File: src/rtl/rtc_uip_pkg.sv
package rtc_uip_pkg;

    localparam int NUM_FIELDS = 7;

    // element 0 = seconds ... element 6 = century, each two BCD digits
    typedef logic [NUM_FIELDS-1:0][7:0] rtc_time_t;

    typedef enum logic [1:0] {
        ST_IDLE,
        ST_GUARD,
        ST_RIPPLE
    } upd_state_e;

    localparam logic [7:0] IDX_STATUS = 8'h0A;
    localparam logic [7:0] IDX_CTRL   = 8'h0B;
    localparam logic [7:0] IDX_FLAG   = 8'h0C;

    function automatic logic [6:0] bcd_to_bin(input logic [7:0] b);
        return 7'(b[7:4]) * 7'd10 + 7'(b[3:0]);
    endfunction

    function automatic logic [7:0] bin_to_bcd(input logic [6:0] v);
        logic [6:0] tens;
        logic [6:0] ones;
        tens = v / 7'd10;
        ones = v % 7'd10;
        return {tens[3:0], ones[3:0]};
    endfunction

    function automatic logic is_leap(input logic [6:0] yr, input logic [6:0] cen);
        return (yr[1:0] == 2'b00) && ((yr != 7'd0) || (cen[1:0] == 2'b00));
    endfunction

    function automatic logic [6:0] month_days(input logic [6:0] mon, input logic leap);
        logic [6:0] n;
        case (mon)
            7'd2:                      n = leap ? 7'd29 : 7'd28;
            7'd4, 7'd6, 7'd9, 7'd11:   n = 7'd30;
            default:                   n = 7'd31;
        endcase
        return n;
    endfunction

endpackage

File: src/rtl/rtc_tick_gen.sv
module rtc_tick_gen #(
    parameter int CLKS_PER_STEP = 8,
    parameter int STEPS_PER_SEC = 4096
) (
    input  logic clk,
    input  logic rst_n,
    output logic step_tick,
    output logic sec_tick
);
    localparam int PRE_W = $clog2(CLKS_PER_STEP);
    localparam int SUB_W = $clog2(STEPS_PER_SEC);

    typedef struct packed {
        logic [PRE_W-1:0] pre;
        logic [SUB_W-1:0] sub;
    } tick_regs_t;

    tick_regs_t tk_q, tk_d;

    always_comb begin
        tk_d      = tk_q;
        step_tick = (tk_q.pre == PRE_W'(CLKS_PER_STEP - 1));
        sec_tick  = step_tick && (tk_q.sub == SUB_W'(STEPS_PER_SEC - 1));
        if (step_tick) begin
            tk_d.pre = '0;
            tk_d.sub = sec_tick ? '0 : tk_q.sub + 1'b1;
        end else begin
            tk_d.pre = tk_q.pre + 1'b1;
        end
    end

    always_ff @(posedge clk) begin
        if (!rst_n) tk_q <= '0;
        else        tk_q <= tk_d;
    end
endmodule

File: src/rtl/rtc_field_inc.sv
module rtc_field_inc
    import rtc_uip_pkg::*;
(
    input  rtc_time_t  tm_i,
    input  logic [2:0] sel_i,
    output logic [7:0] val_o,
    output logic       wrap_o
);
    logic [7:0] fld;
    logic [6:0] cur, lo, hi;
    logic       leap;

    always_comb begin
        fld = '0;
        for (int i = 0; i < NUM_FIELDS; i++) begin
            if (sel_i == 3'(i)) fld = tm_i[i];
        end
        cur  = bcd_to_bin(fld);
        leap = is_leap(bcd_to_bin(tm_i[5]), bcd_to_bin(tm_i[6]));
        case (sel_i)
            3'd0, 3'd1: begin lo = 7'd0; hi = 7'd59; end
            3'd2:       begin lo = 7'd0; hi = 7'd23; end
            3'd3:       begin lo = 7'd1; hi = month_days(bcd_to_bin(tm_i[4]), leap); end
            3'd4:       begin lo = 7'd1; hi = 7'd12; end
            default:    begin lo = 7'd0; hi = 7'd99; end
        endcase
        wrap_o = (cur >= hi);
        val_o  = wrap_o ? bin_to_bcd(lo) : bin_to_bcd(cur + 7'd1);
    end
endmodule

File: src/rtl/rtc_uip_clock.sv
module rtc_uip_clock
    import rtc_uip_pkg::*;
#(
    parameter int CLKS_PER_STEP = 8,
    parameter int STEPS_PER_SEC = 4096,
    parameter int GUARD_STEPS   = 1
) (
    input  logic       clk,
    input  logic       rst_n,
    input  logic       bus_addr,
    input  logic       bus_we,
    input  logic [7:0] bus_wdata,
    output logic [7:0] bus_rdata,
    output logic       irq_o
);
    localparam int GRD_W = $clog2(GUARD_STEPS + 1);
    localparam rtc_time_t TM_RESET = {8'h20, 8'h00, 8'h01, 8'h01, 8'h00, 8'h00, 8'h00};

    typedef struct packed {
        upd_state_e       state;
        logic [GRD_W-1:0] guard;
        logic [2:0]       fidx;
        logic             uip;
        logic [7:0]       index;
        rtc_time_t        tm;
        logic             irq_en;
        logic             irq_flag;
    } regs_t;

    localparam regs_t RST_REGS = '{
        state: ST_IDLE, guard: '0, fidx: '0, uip: 1'b0,
        index: '0, tm: TM_RESET, irq_en: 1'b0, irq_flag: 1'b0
    };

    regs_t      q, d;
    logic       step_tick, sec_tick;
    logic [7:0] inc_val;
    logic       inc_wrap;
    logic       in_guard;

    rtc_tick_gen #(
        .CLKS_PER_STEP(CLKS_PER_STEP),
        .STEPS_PER_SEC(STEPS_PER_SEC)
    ) tick_i (
        .clk      (clk),
        .rst_n    (rst_n),
        .step_tick(step_tick),
        .sec_tick (sec_tick)
    );

    rtc_field_inc inc_i (
        .tm_i  (q.tm),
        .sel_i (q.fidx),
        .val_o (inc_val),
        .wrap_o(inc_wrap)
    );

    always_comb begin
        d = q;
        if (step_tick) begin
            case (q.state)
                ST_IDLE: if (sec_tick) begin
                    d.state = ST_GUARD;
                    d.uip   = 1'b1;
                    d.guard = GRD_W'(GUARD_STEPS);
                end
                ST_GUARD: begin
                    if (q.guard == GRD_W'(1)) begin
                        d.state = ST_RIPPLE;
                        d.fidx  = '0;
                    end else begin
                        d.guard = q.guard - 1'b1;
                    end
                end
                ST_RIPPLE: begin
                    for (int i = 0; i < NUM_FIELDS; i++) begin
                        if (q.fidx == 3'(i)) d.tm[i] = inc_val;
                    end
                    if (inc_wrap && q.fidx != 3'(NUM_FIELDS - 1)) begin
                        d.fidx = q.fidx + 1'b1;
                    end else begin
                        d.state = ST_IDLE;
                        d.uip   = 1'b0;
                        if (q.irq_en) d.irq_flag = 1'b1;
                    end
                end
                default: d.state = ST_IDLE;
            endcase
        end
        if (bus_we) begin
            if (!bus_addr) begin
                d.index = bus_wdata;
            end else begin
                for (int i = 0; i < NUM_FIELDS; i++) begin
                    if (q.index == 8'(i) && !q.uip) d.tm[i] = bus_wdata;
                end
                if (q.index == IDX_CTRL) d.irq_en   = bus_wdata[0];
                if (q.index == IDX_FLAG) d.irq_flag = 1'b0;
            end
        end
    end

    always_ff @(posedge clk) begin
        if (!rst_n) q <= RST_REGS;
        else        q <= d;
    end

    always_comb begin
        bus_rdata = '0;
        if (!bus_addr) begin
            bus_rdata = q.index;
        end else begin
            for (int i = 0; i < NUM_FIELDS; i++) begin
                if (q.index == 8'(i)) bus_rdata = q.tm[i];
            end
            if (q.index == IDX_STATUS) bus_rdata = {q.uip, 7'b0};
            if (q.index == IDX_CTRL)   bus_rdata = {7'b0, q.irq_en};
            if (q.index == IDX_FLAG)   bus_rdata = {7'b0, q.irq_flag};
        end
    end

    assign irq_o    = q.irq_flag;
    assign in_guard = (q.state == ST_GUARD);
endmodule

File: config.mk
export PLATFORM = sky130hd
export DESIGN_NAME = rtc_uip_clock
export DESIGN_NICKNAME = d
export VERILOG_FILES = /design/src/rtl/rtc_uip_pkg.sv /design/src/rtl/rtc_tick_gen.sv /design/src/rtl/rtc_field_inc.sv /design/src/rtl/rtc_uip_clock.sv
export SDC_FILE = /design/constraint.sdc
export NUM_CORES = 1
export LEC_CHECK = 0
export BUFFER_PORTS_ARGS = -buffer_cell sky130_fd_sc_hd__buf_2
export CORE_ASPECT_RATIO = 2
export CORE_UTILIZATION = 35
export CTS_CLUSTER_DIAMETER = 40
export CTS_CLUSTER_SIZE = 8
export DETAILED_ROUTE_END_ITERATION = 16
export PLACE_DENSITY = 0.55
export SLEW_MARGIN = 20
export SYNTH_ARGS = -nofsm -noshare
export SYNTH_HDL_FRONTEND = slang
export SYNTH_SLANG_ARGS = --single-unit
File: constraint.sdc
create_clock -name clk -period 8.9 [get_ports clk]
set_clock_uncertainty 0.2 [all_clocks]
set_input_delay 0.89 -clock clk [delete_from_list [all_inputs] [get_ports clk]]
set_output_delay 0.89 -clock clk [all_outputs]
set_load 0.05 [all_outputs]
==> impl_metrics.env <==
export IMPL_drv_slew=0
export IMPL_drt_first_pass_iters=6
export IMPL_h_tree_depth=3
export IMPL_crit_family="compound AO/OA/AOI/OAI gates"
export IMPL_worstHoldStart="tick_i.tk_q[12]"
export IMPL_clk_latency_ps=360
export IMPL_startpoint="q[67]"
export IMPL_yosys_area_top_type_share=0.250
export IMPL_coreArea_um2=19800
export IMPL_placed_area_um2=7390
export IMPL_seq_area_frac_synth=0.250
export IMPL_grt_max_degree=44
export IMPL_cts_tree="done"
export IMPL_syn_avg_cell_area_um2=7.50
export IMPL_period_minus_slack_ps=8050
export IMPL_syn_area_um2=7040
export IMPL_ir_drop_v=0.000160
export IMPL_r2r_start="q[67]"
export IMPL_final_util=0.388
export IMPL_end_kind="register"
export IMPL_yosys_area_top_type="dfxtp_1"
export IMPL_synth_enable_flop_cells=0
export IMPL_finalWirelength_um=29400
export IMPL_die_area_um2=20700
export IMPL_design_area_um2=7700
export IMPL_nNetsFinal=985
export IMPL_die_x_um=102
export IMPL_diodes=0
export IMPL_synth_commonest_cells="nand2_1 (144), nor2_1 (91), dfxtp_1 (88), a21oi_1 (66), clkbuf_1 (43)"
export IMPL_max_slew_margin=0.297
export IMPL_setup_tns_ps=0
export IMPL_hold_viol=0
export IMPL_wl_per_cell_um=24.5
export IMPL_period_share=0.905
export IMPL_cts_hold_buf=0
export IMPL_post_cts_setup_buffers=0
export IMPL_hold_path_class="register to register"
export IMPL_drc=0
export IMPL_ys_async_sr_fraction=0
export IMPL_synth_top_cells_by_area="dfxtp_1 (25%), nand2_1 (7.7%), ha_1 (6.0%)"
export IMPL_clockBufferDepth=2
export IMPL_grt_overflow=0
export IMPL_crit_type="register to register"
export IMPL_antenna_left=0
export IMPL_synth_most_common_cell="nand2_1"
export IMPL_tightest_slew_ps=1050
export IMPL_rsz0062_at_grt="no"
export IMPL_first_iter_violations=547
export IMPL_worst_endpoint_required_ps=8920
export IMPL_initial_core_util=0.355
export IMPL_numCtsBuffers=9
export IMPL_yosysWarnings=0
export IMPL_clock_root_buffer="clkbuf_16"
export IMPL_cpMostUsedCell="ha_1"
export IMPL_io_pins=21
export IMPL_cp_start_kind="register"
export IMPL_hold_ws_ps=232
export IMPL_clkSinkCount=88
export IMPL_drive_gt1_frac=0.0980
export IMPL_vias_per_cell=6.25
export IMPL_grt_pass1_wl_um=44900
export IMPL_max_freq_ghz=0.124
export IMPL_cap_viol_max_count=0
export IMPL_dp_slack_ps=946
export IMPL_gp_congestion=1.06
export IMPL_power_density_nw_per_um2=143
export IMPL_antenna_found_initial=0
export IMPL_cts_reportedPaths_clkPinSlew_ps=70
export IMPL_ys_ff_latch=88
export IMPL_synthToLayoutAreaGrowth_pct=9.29
export IMPL_arrival_ps=8080
export IMPL_synth_nets=990
export IMPL_synthCells=939
export IMPL_outcome="completed"
export IMPL_fin_ws_ps=845
export IMPL_setup_violations=0
export IMPL_dp_hpwl_um=22700
export IMPL_crit_buf_inv=5
export IMPL_io_buffers=20
export IMPL_cts_resized=0
export IMPL_route_vias_total=7506
export IMPL_ys_flop_type="dfxtp_1"
export IMPL_grt_usage=0.296
export IMPL_slowest_stage="fa_1"
export IMPL_grt_pass1_vias=7474
export IMPL_yosysUniqueCellTypes=79
export IMPL_max_stage_delay_ps=580
export IMPL_worstPathMaxFanout=19
export IMPL_rows=73
export IMPL_power_leakage_nw=3.00
export IMPL_die_h_um=203
## cell usage in the layout, fill, tap and decap left out, drive strengths merged, types with 8 or more instances in the layout
cell      n
nand4     9
clkbuf   10
inv      47
nand2   144
xor2     14
a222oi    8
o211a     9
a41oi     8
o21ai    45
o41ai    12
o211ai   26
nor2     93
xnor2     8
a211oi   16
nand3    30
o21bai    8
o22ai    17
nand2b    9
mux2i    10
buf      39
and3     17
a22oi    13
ha       34
nor3     12
a21boi    8
dfxtp    88
a221oi    9
a21o     11
and2     10
a311oi   21
a21oi    66
## per-layer routing
layer  routed length, um  track usage  part of all wire  up-vias
met5                   0            0                 0        -
met4                3230        0.276              0.11        0
met3                1530       0.0527             0.052      152
met2               15200        0.536              0.52      348
met1                9360        0.267              0.32     3526
li1                    -            -                 -     3480
## registers in the layout, indices dropped and copies added, names as in the netlist
| signal | cells |
|---|---|
| irq_o | 1 |
| q | 72 |
| tick_i.tk_q | 15 |
## final timing paths
| check | endpoint | slack (ps) | depth (start not counted) |
|---|---|---|---|
| worst max-delay path | q[27] | 850 | 30 |
| worst min-delay path | tick_i.tk_q[12] | 230 | 1 |
| worst max register to register | q[27] | 850 | 30 |
| worst min register to register | tick_i.tk_q[12] | 230 | 1 |
## through the flow
step	cells	power, mW
after floorplan	939	0.603
after global placement	1185	0.699
after detailed placement	1185	0.698
after CTS	1201	1.09
after global routing	1201	1.14
final	1201	1.10
## report_power, final
group	total [mW]	internal, mW	switching (mW)	leakage [nW]
Combinational	0.290	0.0860	0.204	2.14
Sequential	0.408	0.401	0.00789	0.711
Clock	0.399	0.227	0.172	0.153
Total	1.10	0.713	0.385	3.00
## logic make-up (layout without fill, tap and decap cells)
kind of cell	after synthesis	in the layout	synth area share
multiplexers	15	15	0.0227
flip-flops	88	88	0.250
AND/OR/NAND/NOR	356	356	0.230
AO/OA/AOI/OAI	319	319	0.338
buffers and inverters	100	100	0.0554
XOR/XNOR	22	22	0.0295
adder cells (fa/ha/maj)	39	39	0.0746
## worst reg2reg max path, delay by kind of cell, from the launching register on
family / cells / cell delay (ps)
buffers and inverters: 5 / 800
and+or+nand+nor: 7 / 1460
xor gates and xnor gates: 2 / 620
AOI/OAI and AO/OA: 11 / 2700
DFF: 1 / 430
adders and majority gates: 5 / 1680
## layout make-up
cell class,count,area [um2]
repair buffers,39,243
flip-flops and latches,88,1760
inverters,45,169
clock inverters,6,66.3
clock buffers,10,239
multi-input cells,751,4890
well taps,262,328
fillers,2137,12100
Note: power is estimated with default switching activity, not from simulation.
